[config.mk]
export PLATFORM = sky130hd
export DESIGN_NAME = sflash_map_reader
export DESIGN_NICKNAME = d
export VERILOG_FILES = /design/src/rtl/sfr_pkg.sv /design/src/rtl/sfr_ctrl.sv /design/src/rtl/sfr_datapath.sv /design/src/rtl/sflash_map_reader.sv
export SDC_FILE = /design/constraint.sdc
export NUM_CORES = 1
export LEC_CHECK = 0
export ABC_AREA = 1
export CORE_MARGIN = 4
export CORE_UTILIZATION = 40
export CTS_BUF_LIST = sky130_fd_sc_hd__clkbuf_8
export CTS_CLUSTER_DIAMETER = 30
export CTS_CLUSTER_SIZE = 8
export DETAILED_ROUTE_END_ITERATION = 10
export PLACE_DENSITY_LB_ADDON = 0.05
export SYNTH_ARGS = -nofsm -noshare
export SYNTH_HDL_FRONTEND = slang
export SYNTH_SLANG_ARGS = --single-unit
[constraint.sdc]
create_clock -name clk -period 3.55 [get_ports clk]
set_input_delay 0.5325 -clock clk [delete_from_list [all_inputs] [get_ports clk]]
set_output_delay 0.5325 -clock clk [all_outputs]
set_load 0.005 [all_outputs]
[src/rtl/sfr_pkg.sv]
package sfr_pkg;

  typedef enum logic [2:0] {
    PH_IDLE = 3'd0,
    PH_CMD  = 3'd1,
    PH_ADDR = 3'd2,
    PH_PAD  = 3'd3,
    PH_DATA = 3'd4,
    PH_DONE = 3'd5,
    PH_FAIL = 3'd6
  } phase_t;

  // Strobes and position handed from the sequencer to the datapath.
  typedef struct packed {
    phase_t     phase;
    logic [1:0] lanes;      // normalised: 0 single, 1 dual, 2 quad
    logic [4:0] stepIdx;    // SCK step within the current byte or pad run
    logic [2:0] byteIdx;    // byte within the current part
    logic       sckHigh;
    logic       sampleEn;   // SCK about to rise in the data part
    logic       sampleLast; // that sample completes a byte
    logic       capture;    // accept a mapped read this cycle
  } seq_ctl_t;

  function automatic logic [1:0] normLanes(input logic [1:0] code);
    return (code == 2'd3) ? 2'd2 : code;
  endfunction

  function automatic logic [4:0] stepsPerByte(input logic [1:0] lanesN);
    return 5'd8 >> lanesN;
  endfunction

  function automatic logic isActive(input phase_t p);
    return (p == PH_CMD) || (p == PH_ADDR) || (p == PH_PAD) || (p == PH_DATA);
  endfunction

endpackage

[src/rtl/sfr_ctrl.sv]
module sfr_ctrl
  import sfr_pkg::*;
#(
  parameter int SCK_HALF   = 1,
  parameter int DATA_BYTES = 4
) (
  input  logic       clk,
  input  logic       rst_n,
  input  logic       busReq,
  input  logic       mapEnable,
  input  logic       cmdEnable,
  input  logic [2:0] addrBytes,
  input  logic [4:0] padCycles,
  input  logic [1:0] cmdLanes,
  input  logic [1:0] addrLanes,
  input  logic [1:0] dataLanes,
  output seq_ctl_t   ctl
);

  localparam int HALF_W = (SCK_HALF > 1) ? $clog2(SCK_HALF) : 1;
  localparam logic [HALF_W-1:0] HALF_LAST = HALF_W'(SCK_HALF - 1);
  localparam logic [2:0] DATA_LAST = 3'(DATA_BYTES - 1);

  phase_t            phase;
  logic [HALF_W-1:0] halfCnt;
  logic              sckHigh;
  logic [4:0]        stepIdx;
  logic [2:0]        byteIdx;

  logic [1:0] lanesNow;
  logic [4:0] spb;
  logic [2:0] addrLen;
  logic       halfEnd, stepEnd, lastStep, lastByte;
  phase_t     afterCmd, afterAddr, firstPhase, nextPhase;

  always_comb begin
    unique case (phase)
      PH_CMD:  lanesNow = normLanes(cmdLanes);
      PH_ADDR: lanesNow = normLanes(addrLanes);
      PH_DATA: lanesNow = normLanes(dataLanes);
      default: lanesNow = 2'd0;
    endcase
  end

  assign spb     = stepsPerByte(lanesNow);
  assign addrLen = (addrBytes > 3'd4) ? 3'd4 : addrBytes;
  assign halfEnd = (halfCnt == HALF_LAST);
  assign stepEnd = sckHigh && halfEnd;

  always_comb begin
    if (phase == PH_PAD) lastStep = (stepIdx == padCycles - 5'd1);
    else                 lastStep = (stepIdx == spb - 5'd1);
  end

  always_comb begin
    unique case (phase)
      PH_ADDR: lastByte = (byteIdx == addrLen - 3'd1);
      PH_DATA: lastByte = (byteIdx == DATA_LAST);
      default: lastByte = 1'b1;
    endcase
  end

  // Part ordering with empty parts skipped.
  always_comb begin
    afterAddr  = (padCycles != 5'd0) ? PH_PAD : PH_DATA;
    afterCmd   = (addrLen != 3'd0) ? PH_ADDR : afterAddr;
    firstPhase = cmdEnable ? PH_CMD : afterCmd;
    unique case (phase)
      PH_CMD:  nextPhase = afterCmd;
      PH_ADDR: nextPhase = afterAddr;
      PH_PAD:  nextPhase = PH_DATA;
      PH_DATA: nextPhase = PH_DONE;
      default: nextPhase = PH_IDLE;
    endcase
  end

  always_ff @(posedge clk or negedge rst_n) begin
    if (!rst_n) begin
      phase   <= PH_IDLE;
      halfCnt <= '0;
      sckHigh <= 1'b0;
      stepIdx <= '0;
      byteIdx <= '0;
    end else begin
      unique case (phase)
        PH_IDLE: begin
          halfCnt <= '0;
          sckHigh <= 1'b0;
          stepIdx <= '0;
          byteIdx <= '0;
          if (busReq) phase <= mapEnable ? firstPhase : PH_FAIL;
        end
        PH_DONE, PH_FAIL: phase <= PH_IDLE;
        default: begin
          if (halfEnd) begin
            halfCnt <= '0;
            sckHigh <= !sckHigh;
          end else begin
            halfCnt <= halfCnt + HALF_W'(1);
          end
          if (stepEnd) begin
            if (lastStep) begin
              stepIdx <= '0;
              if (lastByte) begin
                byteIdx <= '0;
                phase   <= nextPhase;
              end else begin
                byteIdx <= byteIdx + 3'd1;
              end
            end else begin
              stepIdx <= stepIdx + 5'd1;
            end
          end
        end
      endcase
    end
  end

  always_comb begin
    ctl            = '0;
    ctl.phase      = phase;
    ctl.lanes      = lanesNow;
    ctl.stepIdx    = stepIdx;
    ctl.byteIdx    = byteIdx;
    ctl.sckHigh    = sckHigh;
    ctl.sampleEn   = (phase == PH_DATA) && !sckHigh && halfEnd;
    ctl.sampleLast = ctl.sampleEn && lastStep;
    ctl.capture    = (phase == PH_IDLE) && busReq && mapEnable;
  end

endmodule

[src/rtl/sfr_datapath.sv]
module sfr_datapath
  import sfr_pkg::*;
#(
  parameter int ADDR_W     = 32,
  parameter int DATA_BYTES = 4,
  localparam int DATA_W    = 8 * DATA_BYTES
) (
  input  logic              clk,
  input  logic              rst_n,
  input  seq_ctl_t          ctl,
  input  logic [ADDR_W-1:0] busAddr,
  input  logic [7:0]        cmdCode,
  input  logic [2:0]        addrBytes,
  input  logic [7:0]        padCode,
  input  logic [3:0]        flashDi,
  output logic              seqCsN,
  output logic              seqSck,
  output logic [3:0]        seqDo,
  output logic [3:0]        seqOe,
  output logic              busAck,
  output logic              busErr,
  output logic [DATA_W-1:0] busRdata
);

  logic [ADDR_W-1:0] addrReg;
  logic [DATA_W-1:0] rdWord;
  logic [7:0]        rxByte, rxNext;
  logic [2:0]        addrLen, addrSel;
  logic [ADDR_W-1:0] addrShift;
  logic [7:0]        outByte, shifted;

  assign addrLen   = (addrBytes > 3'd4) ? 3'd4 : addrBytes;
  assign addrSel   = addrLen - 3'd1 - ctl.byteIdx;
  assign addrShift = addrReg >> {addrSel, 3'b000};

  always_comb begin
    unique case (ctl.phase)
      PH_CMD:  outByte = cmdCode;
      PH_ADDR: outByte = addrShift[7:0];
      PH_PAD:  outByte = padCode;
      default: outByte = 8'h00;
    endcase
  end

  always_comb begin
    unique case (ctl.lanes)
      2'd1:    shifted = outByte << {ctl.stepIdx[1:0], 1'b0};
      2'd2:    shifted = outByte << {ctl.stepIdx[0], 2'b00};
      default: shifted = outByte << ctl.stepIdx[2:0];
    endcase
  end

  always_comb begin
    seqDo = 4'h0;
    seqOe = 4'h0;
    if ((ctl.phase == PH_CMD) || (ctl.phase == PH_ADDR)) begin
      unique case (ctl.lanes)
        2'd1: begin seqDo = {2'b00, shifted[7:6]}; seqOe = 4'b0011; end
        2'd2: begin seqDo = shifted[7:4];          seqOe = 4'b1111; end
        default: begin seqDo = {3'b000, shifted[7]}; seqOe = 4'b0001; end
      endcase
    end else if ((ctl.phase == PH_PAD) && (ctl.stepIdx < 5'd8)) begin
      seqDo = {3'b000, shifted[7]};
      seqOe = 4'b0001;
    end
  end

  always_comb begin
    unique case (ctl.lanes)
      2'd1:    rxNext = {rxByte[5:0], flashDi[1:0]};
      2'd2:    rxNext = {rxByte[3:0], flashDi};
      default: rxNext = {rxByte[6:0], flashDi[1]};
    endcase
  end

  always_ff @(posedge clk or negedge rst_n) begin
    if (!rst_n) begin
      addrReg <= '0;
      rdWord  <= '0;
      rxByte  <= '0;
    end else begin
      if (ctl.capture) begin
        addrReg <= busAddr;
        rdWord  <= '0;
        rxByte  <= '0;
      end else if (ctl.sampleEn) begin
        rxByte <= rxNext;
        if (ctl.sampleLast) begin
          for (int b = 0; b < DATA_BYTES; b++) begin
            if (ctl.byteIdx == 3'(b)) rdWord[b*8 +: 8] <= rxNext;
          end
        end
      end
    end
  end

  assign seqCsN   = !isActive(ctl.phase);
  assign seqSck   = isActive(ctl.phase) && ctl.sckHigh;
  assign busAck   = (ctl.phase == PH_DONE) || (ctl.phase == PH_FAIL);
  assign busErr   = (ctl.phase == PH_FAIL);
  assign busRdata = (ctl.phase == PH_DONE) ? rdWord : '0;

endmodule

[src/rtl/sflash_map_reader.sv]
module sflash_map_reader
  import sfr_pkg::*;
#(
  parameter int SCK_HALF   = 1,
  parameter int ADDR_W     = 32,
  parameter int DATA_BYTES = 4,
  localparam int DATA_W    = 8 * DATA_BYTES
) (
  input  logic              clk,
  input  logic              rst_n,
  input  logic              mapEnable,
  input  logic              cmdEnable,
  input  logic [7:0]        cmdCode,
  input  logic [2:0]        addrBytes,
  input  logic [4:0]        padCycles,
  input  logic [7:0]        padCode,
  input  logic [1:0]        cmdLanes,
  input  logic [1:0]        addrLanes,
  input  logic [1:0]        dataLanes,
  input  logic              dirCsN,
  input  logic              dirSck,
  input  logic [3:0]        dirDo,
  input  logic [3:0]        dirOe,
  input  logic              busReq,
  input  logic [ADDR_W-1:0] busAddr,
  output logic              busAck,
  output logic              busErr,
  output logic [DATA_W-1:0] busRdata,
  output logic              flashCsN,
  output logic              flashSck,
  output logic [3:0]        flashDo,
  output logic [3:0]        flashOe,
  input  logic [3:0]        flashDi
);

  seq_ctl_t   ctl;
  logic       seqCsN, seqSck;
  logic [3:0] seqDo, seqOe;

  sfr_ctrl #(.SCK_HALF(SCK_HALF), .DATA_BYTES(DATA_BYTES)) i_ctrl (
    .clk(clk), .rst_n(rst_n), .busReq(busReq), .mapEnable(mapEnable),
    .cmdEnable(cmdEnable), .addrBytes(addrBytes), .padCycles(padCycles),
    .cmdLanes(cmdLanes), .addrLanes(addrLanes), .dataLanes(dataLanes),
    .ctl(ctl)
  );

  sfr_datapath #(.ADDR_W(ADDR_W), .DATA_BYTES(DATA_BYTES)) i_dp (
    .clk(clk), .rst_n(rst_n), .ctl(ctl), .busAddr(busAddr),
    .cmdCode(cmdCode), .addrBytes(addrBytes), .padCode(padCode),
    .flashDi(flashDi), .seqCsN(seqCsN), .seqSck(seqSck), .seqDo(seqDo),
    .seqOe(seqOe), .busAck(busAck), .busErr(busErr), .busRdata(busRdata)
  );

  assign flashCsN = mapEnable ? seqCsN : dirCsN;
  assign flashSck = mapEnable ? seqSck : dirSck;
  assign flashDo  = mapEnable ? seqDo  : dirDo;
  assign flashOe  = mapEnable ? seqOe  : dirOe;

endmodule

==> impl_metrics.toml, run 1 <==
[status]
status = "finished, violations left"
violations = "setup timing"

[sta]
clock_skew_ps = 8.186
drv_slew = 0
fin_crit_sh_pct = 100.0
layout_min_cycle_time_ps = 3551
final-setup-viol-count = 1
fin_ws_ps = -1.052
final-hold-violation-count = 0
tightest_slew_ps = 1100
rsz0062_at_grt = "true"
slew_headroom_pct = 26.70
timing.fmax_ghz = 0.2816

[placement]
dp.cells = 1129
dp_worst_setup_slack_ps = -745.2
port_buffers = 124
gp_congestion = 0.8270
dp_hpwl_mm = 12.75

[drt]
ant_nets = 0
first_pass_iters = 5
drc = 0
via_per_inst = 4.991
post_drt_wl_per_cell_um = 14.83
totalWireLength_mm = 17.47
drt-initial-drc-count = 521
num_vias = 5879

[final_layout]
n_antenna_cell = 0
syn2layout_area_growth_pct = 50.42
drive_above_1_share_pct = 24.15
layout.nets = 1096
layout.cells.non_filler = 1178
fillerInstances = 1246

[floorplanning]
num_rows = 42
dieArea_mm2 = 0.01577
start_util_pct = 41.28
core_mm2 = 0.01340
pin_count = 125
die_height_um = 125.6
die_x_um = 125.6

[pwr]
p_leak_nw = 3.990
vdd.ir_drop.worst_mv = 0.3732
powerDensity_mw_per_mm2 = 833.7

[worst_setup_path]
criticalPathCategory = "reg2out"
arrival_ps = 3020
worstPathRequired_ps = 3020
crit_path_max_fanout = 7
cp-end-kind = "output port"
crit_path_start_kind = "flip-flop"

[logic_synthesis]
ys_seq_area_share_pct = 37.55
synth_edf_count = 0
yosys_warnings = 0
synth_fp_nets = 890
synthFlopType = "dfrtp_1"
async_flop_share_pct = 100.0
ys_ff_latch = 83
syn_area_per_cell_um2 = 6.975
ys_types = 40
netlist_area_mm2 = 0.005532
synthCells = 793

[clock_tree]
clk_path_buf_depth = 2
cts_made_buffers = 9
cts_root_buffer = "clkbuf_8"
cts_tree = "yes"
numClockSinks = 83
clock_latency_ps = 370
htreeDepth = 3
postCtsHoldBufs = 0
clk_pin_slew_ps = 80

[grt]
grt_pass1_vias = 5918
overflow = 0
grt_use_total_pct = 21.95
grt_max_degree = 84
antenna_found_initial = 0
grt_first_pass_wirelength_mm = 28.37

[worst_hold_path]
min-delay-path-class = "in2async"

[flow_run]
drv_cap = 0
[worst max-delay path, cell delays in order, from the launching register on]
cell	delay (ps)
dfrtp_1	380
buf_6	130
nor2_4	40
inv_2	70
nor2_4	40
inv_2	70
nor2_2	30
a32o_2	240
a31oi_4	200
buf_6	150
inv_4	40
ha_4	150
inv_2	60
o21ai_1	70
o21ai_1	90
buf_4	190
inv_8	60
nor2_2	150
nand2_1	80
nand3_2	90
nand3_2	80
nand2_1	60
nand2_1	50
buf_2	130
[final timing paths]
kind	end	slack, ps	start	cells past startpoint
min	i_dp.addrReg[30]$_DFFE_PN0P_	360	rst_n	1
max reg2reg	i_dp.rdWord[21]$_DFFE_PN0P_	160	i_ctrl.phase[0]$_DFFE_PN0P_	25
max	flashDo[0]	-1	i_ctrl.phase[0]$_DFFE_PN0P_	23
min reg2reg	i_dp.addrReg[24]$_DFFE_PN0P_	490	i_dp.addrReg[24]$_DFFE_PN0P_	2
min in group clk	i_dp.addrReg[24]$_DFFE_PN0P_	490	i_dp.addrReg[24]$_DFFE_PN0P_	2
max in group asynchronous	i_dp.rdWord[1]$_DFFE_PN0P_	2490	rst_n	1
[routing by layer]
layer | vias up | wire, um | GRT usage, %
li1 | 2944 | - | -
met1 | 2725 | 7821 | 29.37
met2 | 184 | 8324 | 35.71
met3 | 26 | 1052 | 4.776
met4 | 0 | 276 | 6.696
met5 | - | 0 | 0
[synth_stat cells, types with 2 or more instances]
cell | count | area, um2
a211oi_1 | 5 | 37.54
a21oi_1 | 21 | 105.1
a221oi_1 | 4 | 35.03
buf_2 | 5 | 25.02
buf_6 | 4 | 45.04
clkbuf_1 | 20 | 75.07
clkinv_1 | 2 | 7.510
dfrtp_1 | 83 | 2077
ha_1 | 15 | 187.7
inv_1 | 118 | 442.9
inv_2 | 6 | 22.52
nand2_1 | 202 | 758.2
nand2_2 | 4 | 25.02
nand3_1 | 129 | 645.6
nand3_2 | 2 | 20.02
nand4_1 | 4 | 25.02
nand4_4 | 4 | 85.08
nor2_1 | 74 | 277.8
nor2_8 | 3 | 60.06
nor3_1 | 2 | 10.01
o2111ai_1 | 2 | 17.52
o211ai_1 | 2 | 15.01
o21a_1 | 2 | 15.01
o21ai_0 | 52 | 260.3
o21ai_1 | 3 | 15.01
o21ai_2 | 4 | 35.03
o22ai_1 | 4 | 25.02
or2_2 | 2 | 12.51
xor2_1 | 3 | 26.28
xor2_2 | 2 | 32.53
[cell usage in the layout (no fill, tap or decap), types with 4 or more instances in the layout]
master             n
nand4_1            4
dlygate4sd2_1      6
o21ai_0           46
o21ai_1            6
clkbuf_8           9
nand3_1           88
clkdlybuf4s50_1  112
inv_2             15
dfrtp_1           83
nand2_1          193
ha_4               4
nor2_2             4
a211oi_1           5
buf_6             15
nor2_4             6
a21oi_1           17
buf_4             83
nand3_2           40
o21ai_2            5
ha_1              10
nand4_4            4
o22ai_1            4
nor2_1            66
inv_1            104
buf_2              4
nand2_2           12
[report_power, final]
| part | total [mW] | switching (mW) | internal, mW |
|---|---|---|---|
| combinational | 4.85 | 2.79 | 2.06 |
| clock | 0.675 | 0.359 | 0.316 |
| sequential | 1.41 | 0.171 | 1.24 |
| total | 6.94 | 3.32 | 3.62 |
[kinds of logic after synthesis]
logic type / share of synthesized area, %
compound gates: 10.65
buf+inv: 11.24
simple gates: 35.38
mux: 0.2036
fa+ha+maj: 3.755
xor+xnor: 1.222
flops: 37.55
[registers in the layout, summed over array words and instances (netlist names)]
register,count
i_dp.addrReg,32
i_dp.rdWord,32
i_dp.rxByte,7
i_ctrl.stepIdx,5
i_ctrl.byteIdx,3
i_ctrl.phase,3
i_ctrl.sckHigh,1
[cell type report]
class | instances | area, um2 | area share [%]
multi-input cells | 554 | 3274 | 39.35
flip-flops and latches | 83 | 2077 | 24.96
repair buffers | 224 | 2068 | 24.86
inverters | 126 | 493.0 | 5.925
well taps | 176 | 220.2 | 2.647
clock buffers | 9 | 123.9 | 1.489
clock inverters | 5 | 56.30 | 0.6767
repair inverters | 1 | 7.507 | 0.09023
[repair_timing]
action | CTS | global route
pin swaps | 46 | 17
endpoints found under the setup margin | 41 | 50
buffers inserted | 29 | 6
gates resized for setup | 128 | 28
gates cloned | 1 | 3
[per-stage QoR]
step,setup TNS [ps],instance area [um2],hold WS [ps],power (mW),util [%]
floorplan,0,5532,236.9,3.634,-
global placement,-6251,7350,469.7,5.126,54.85
detailed placement,-9092,7350,465.7,5.181,54.85
CTS,0,8129,393.2,6.664,60.66
global route,-592.7,8320,444.9,7.477,62.09
finish,-1.052,8320,356.5,6.937,62.09
Note: power is estimated with default switching activity, not from simulation.
==> run 2: changes to the inputs <==
CORE_UTILIZATION = 38   (was 40)
==> run 2 against run 1 <==
  * The run still ends with setup timing left
  * Fmax decreased by 1.9%
  * Final area fell by 5.1%
  * Worst hold slack worse by 11 ps
  * Register-to-register slack improved by 100 ps
  * Via count is 1.8% lower
  * Routed wire length decreased by 2.9%
  * Power is 7.6% lower
  * Clock power fell by 11%
  * Combinational power fell by 9.5%
  * Sequential power about the same
==> impl_metrics.toml, run 2 (synthesis gave the netlist of run 1 again) <==
[sta]
rsz0062_at_grt = "true"
setup-tns-final_ps = -101.9
final-hold-violation-count = 0
fin_crit_sh_pct = 102.0
tightest_slew_ps = 1062
slew_headroom_pct = 29.20
layout_min_cycle_time_ps = 3620
clock_skew_ps = 14.20
drv_slew = 0
timing.fmax_ghz = 0.2763
fin_ws_ps = -69.63
final-setup-viol-count = 2
fin_hold_ws_ps = 345.9

[pwr]
pwr-share-clk_pct = 9.4
intPower_mw = 3.248
power_frac_comb_pct = 68.5
pwr-share-seq_pct = 22.0
vdd.ir_drop.worst_mv = 0.3811
p_leak_nw = 3.776
p_sw_share_pct = 49.31
powerDensity_mw_per_mm2 = 811.0
switching_power_mw = 3.159

[drt]
first_pass_iters = 7
post_drt_wl_per_cell_um = 14.72
drc = 0
via_per_inst = 5.010
num_vias = 5772
drt-initial-drc-count = 416
totalWireLength_mm = 16.96
ant_nets = 0

[final_layout]
syn2layout_area_growth_pct = 42.82
layout_common_cells = "nand2_1, clkdlybuf4s50_1, inv_1"
n_antenna_cell = 0
layout.cells.non_filler = 1152
fin_util_pct = 56.26
drive_above_1_share_pct = 20.27
layout.nets = 1066
top_regs = "i_dp.addrReg (32), i_dp.rdWord (32), i_dp.rxByte (7)"
layout_commonest_cell = "nand2_1"
fillerInstances = 1336

[placement]
dp.cells = 1130
gp_congestion = 0.9241
port_buffers = 124
dp_hpwl_mm = 12.76

[status]
status = "finished, violations left"
violations = "setup timing"

[worst_hold_path]
min-delay-path-class = "in2async"

[worst_setup_path]
cp_num_buf_inv = 7
reg2reg_from = "i_ctrl.phase[1]$_DFFE_PN0P_"
regToRegSetupSlack_ps = 260
arrival_ps = 3090
cp-end-kind = "output port"
worstPathRequired_ps = 3020
timing.rr.end = "i_dp.rdWord[9]$_DFFE_PN0P_"
cp.depth = 18
crit_path_max_fanout = 5
crit_path_end = "flashDo[1]"
slowest_delay_ps = 450
crit_family = "buffers and inverters"
crit_path_top_delay_cell = "clkdlybuf4s50_1"
criticalPathCategory = "in2out"
crit_path_start_kind = "input pin"
path_cells = "clkdlybuf4s50_1 > inv_1 > a32o_2 > a31oi_4 > buf_6 > inv_2 > ha_2 > inv_2 > o21ai_1 > o21ai_1 > buf_4 > nand3_1 > nand3_2 > nand2_4 > o21ai_2 > nand2_1 > nand2_1 > buf_2"
r2r_cells = 23
worstSetupStartpoint = "addrLanes[1]"

[clock_tree]
numClockSinks = 83
htreeDepth = 3
postCtsHoldBufs = 0
cts_made_buffers = 9
clk_path_buf_depth = 2
clk_pin_slew_ps = 80
clock_latency_ps = 380
cts_tree = "yes"
cts_root_buffer = "clkbuf_8"

[grt]
grt_use_total_pct = 20.53
overflow = 0
grt_max_degree = 84
grt_pass1_vias = 5742
antenna_found_initial = 0
grt_first_pass_wirelength_mm = 27.46

[floorplanning]
dieArea_mm2 = 0.01655
start_util_pct = 39.39
core_mm2 = 0.01404
pin_count = 125
die_x_um = 128.7
die_height_um = 128.7
num_rows = 43

[flow_run]
drv_cap = 0
run 2: per-layer routing:
layer  vias up  part of all wire (%)  track usage [%]  wire [um]
met5         -                     0                0          0
met4         0                   1.9            6.733        324
met3        34                   6.2            4.898       1060
met2       198                    46            33.14       7843
met1      2664                    46            27.22       7732
li1       2876                     -                -          -
run 2: worst min path at each step:
stage | endpoint | slack (ps) | from
6_report | i_dp.addrReg[31]$_DFFE_PN0P_ | 350 | rst_n
5_1_grt | i_dp.addrReg[31]$_DFFE_PN0P_ | 450 | rst_n
4_1_cts | i_dp.addrReg[26]$_DFFE_PN0P_ | 390 | rst_n
3_5_place_dp | i_dp.addrReg[24]$_DFFE_PN0P_ | 480 | i_dp.addrReg[24]$_DFFE_PN0P_
3_3_place_gp | i_dp.rdWord[29]$_DFFE_PN0P_ | 480 | i_dp.rdWord[29]$_DFFE_PN0P_
2_1_floorplan | i_ctrl.byteIdx[0]$_DFFE_PN0P_ | 240 | rst_n
run 2: cell type report:
| cell class | count | area [um2] | share of cell area, % |
|---|---|---|---|
| flip-flops and latches | 83 | 2078 | 26.31 |
| inverters | 126 | 486.7 | 6.161 |
| clock buffers | 9 | 123.9 | 1.568 |
| repair inverters | 1 | 7.507 | 0.09503 |
| repair buffers | 194 | 1784 | 22.58 |
| well taps | 180 | 225.2 | 2.851 |
| clock inverters | 5 | 32.53 | 0.4118 |
| multi-input cells | 554 | 3162 | 40.02 |
run 2: stage by stage:
step                      cell area [um2]  worst slack, ps  total power, mW
after floorplan                      5532            11.60            3.634
after global placement               7345           -613.0            5.065
after detailed placement             7345           -738.7            5.152
after CTS                            7775           -38.66            6.188
after global routing                 7900           -230.0            6.899
final                                7900           -69.63            6.407
run 2: power groups by stage:
stage               Sequential, mW  Combinational (mW)  Clock [mW]
floorplan                     1.37                2.26           0
global placement              1.42                3.65           0
detailed placement            1.42                3.73           0
CTS                           1.41                4.15       0.625
global route                  1.44                4.80       0.652
finish                        1.41                4.39       0.604
run 2: repair_timing:
item / in CTS / in global routing
pin swaps: 35 / 16
gates resized for setup: 93 / 33
gates cloned: 1 / 0
buffers inserted: 4 / 3
endpoints found under the setup margin: 7 / 43
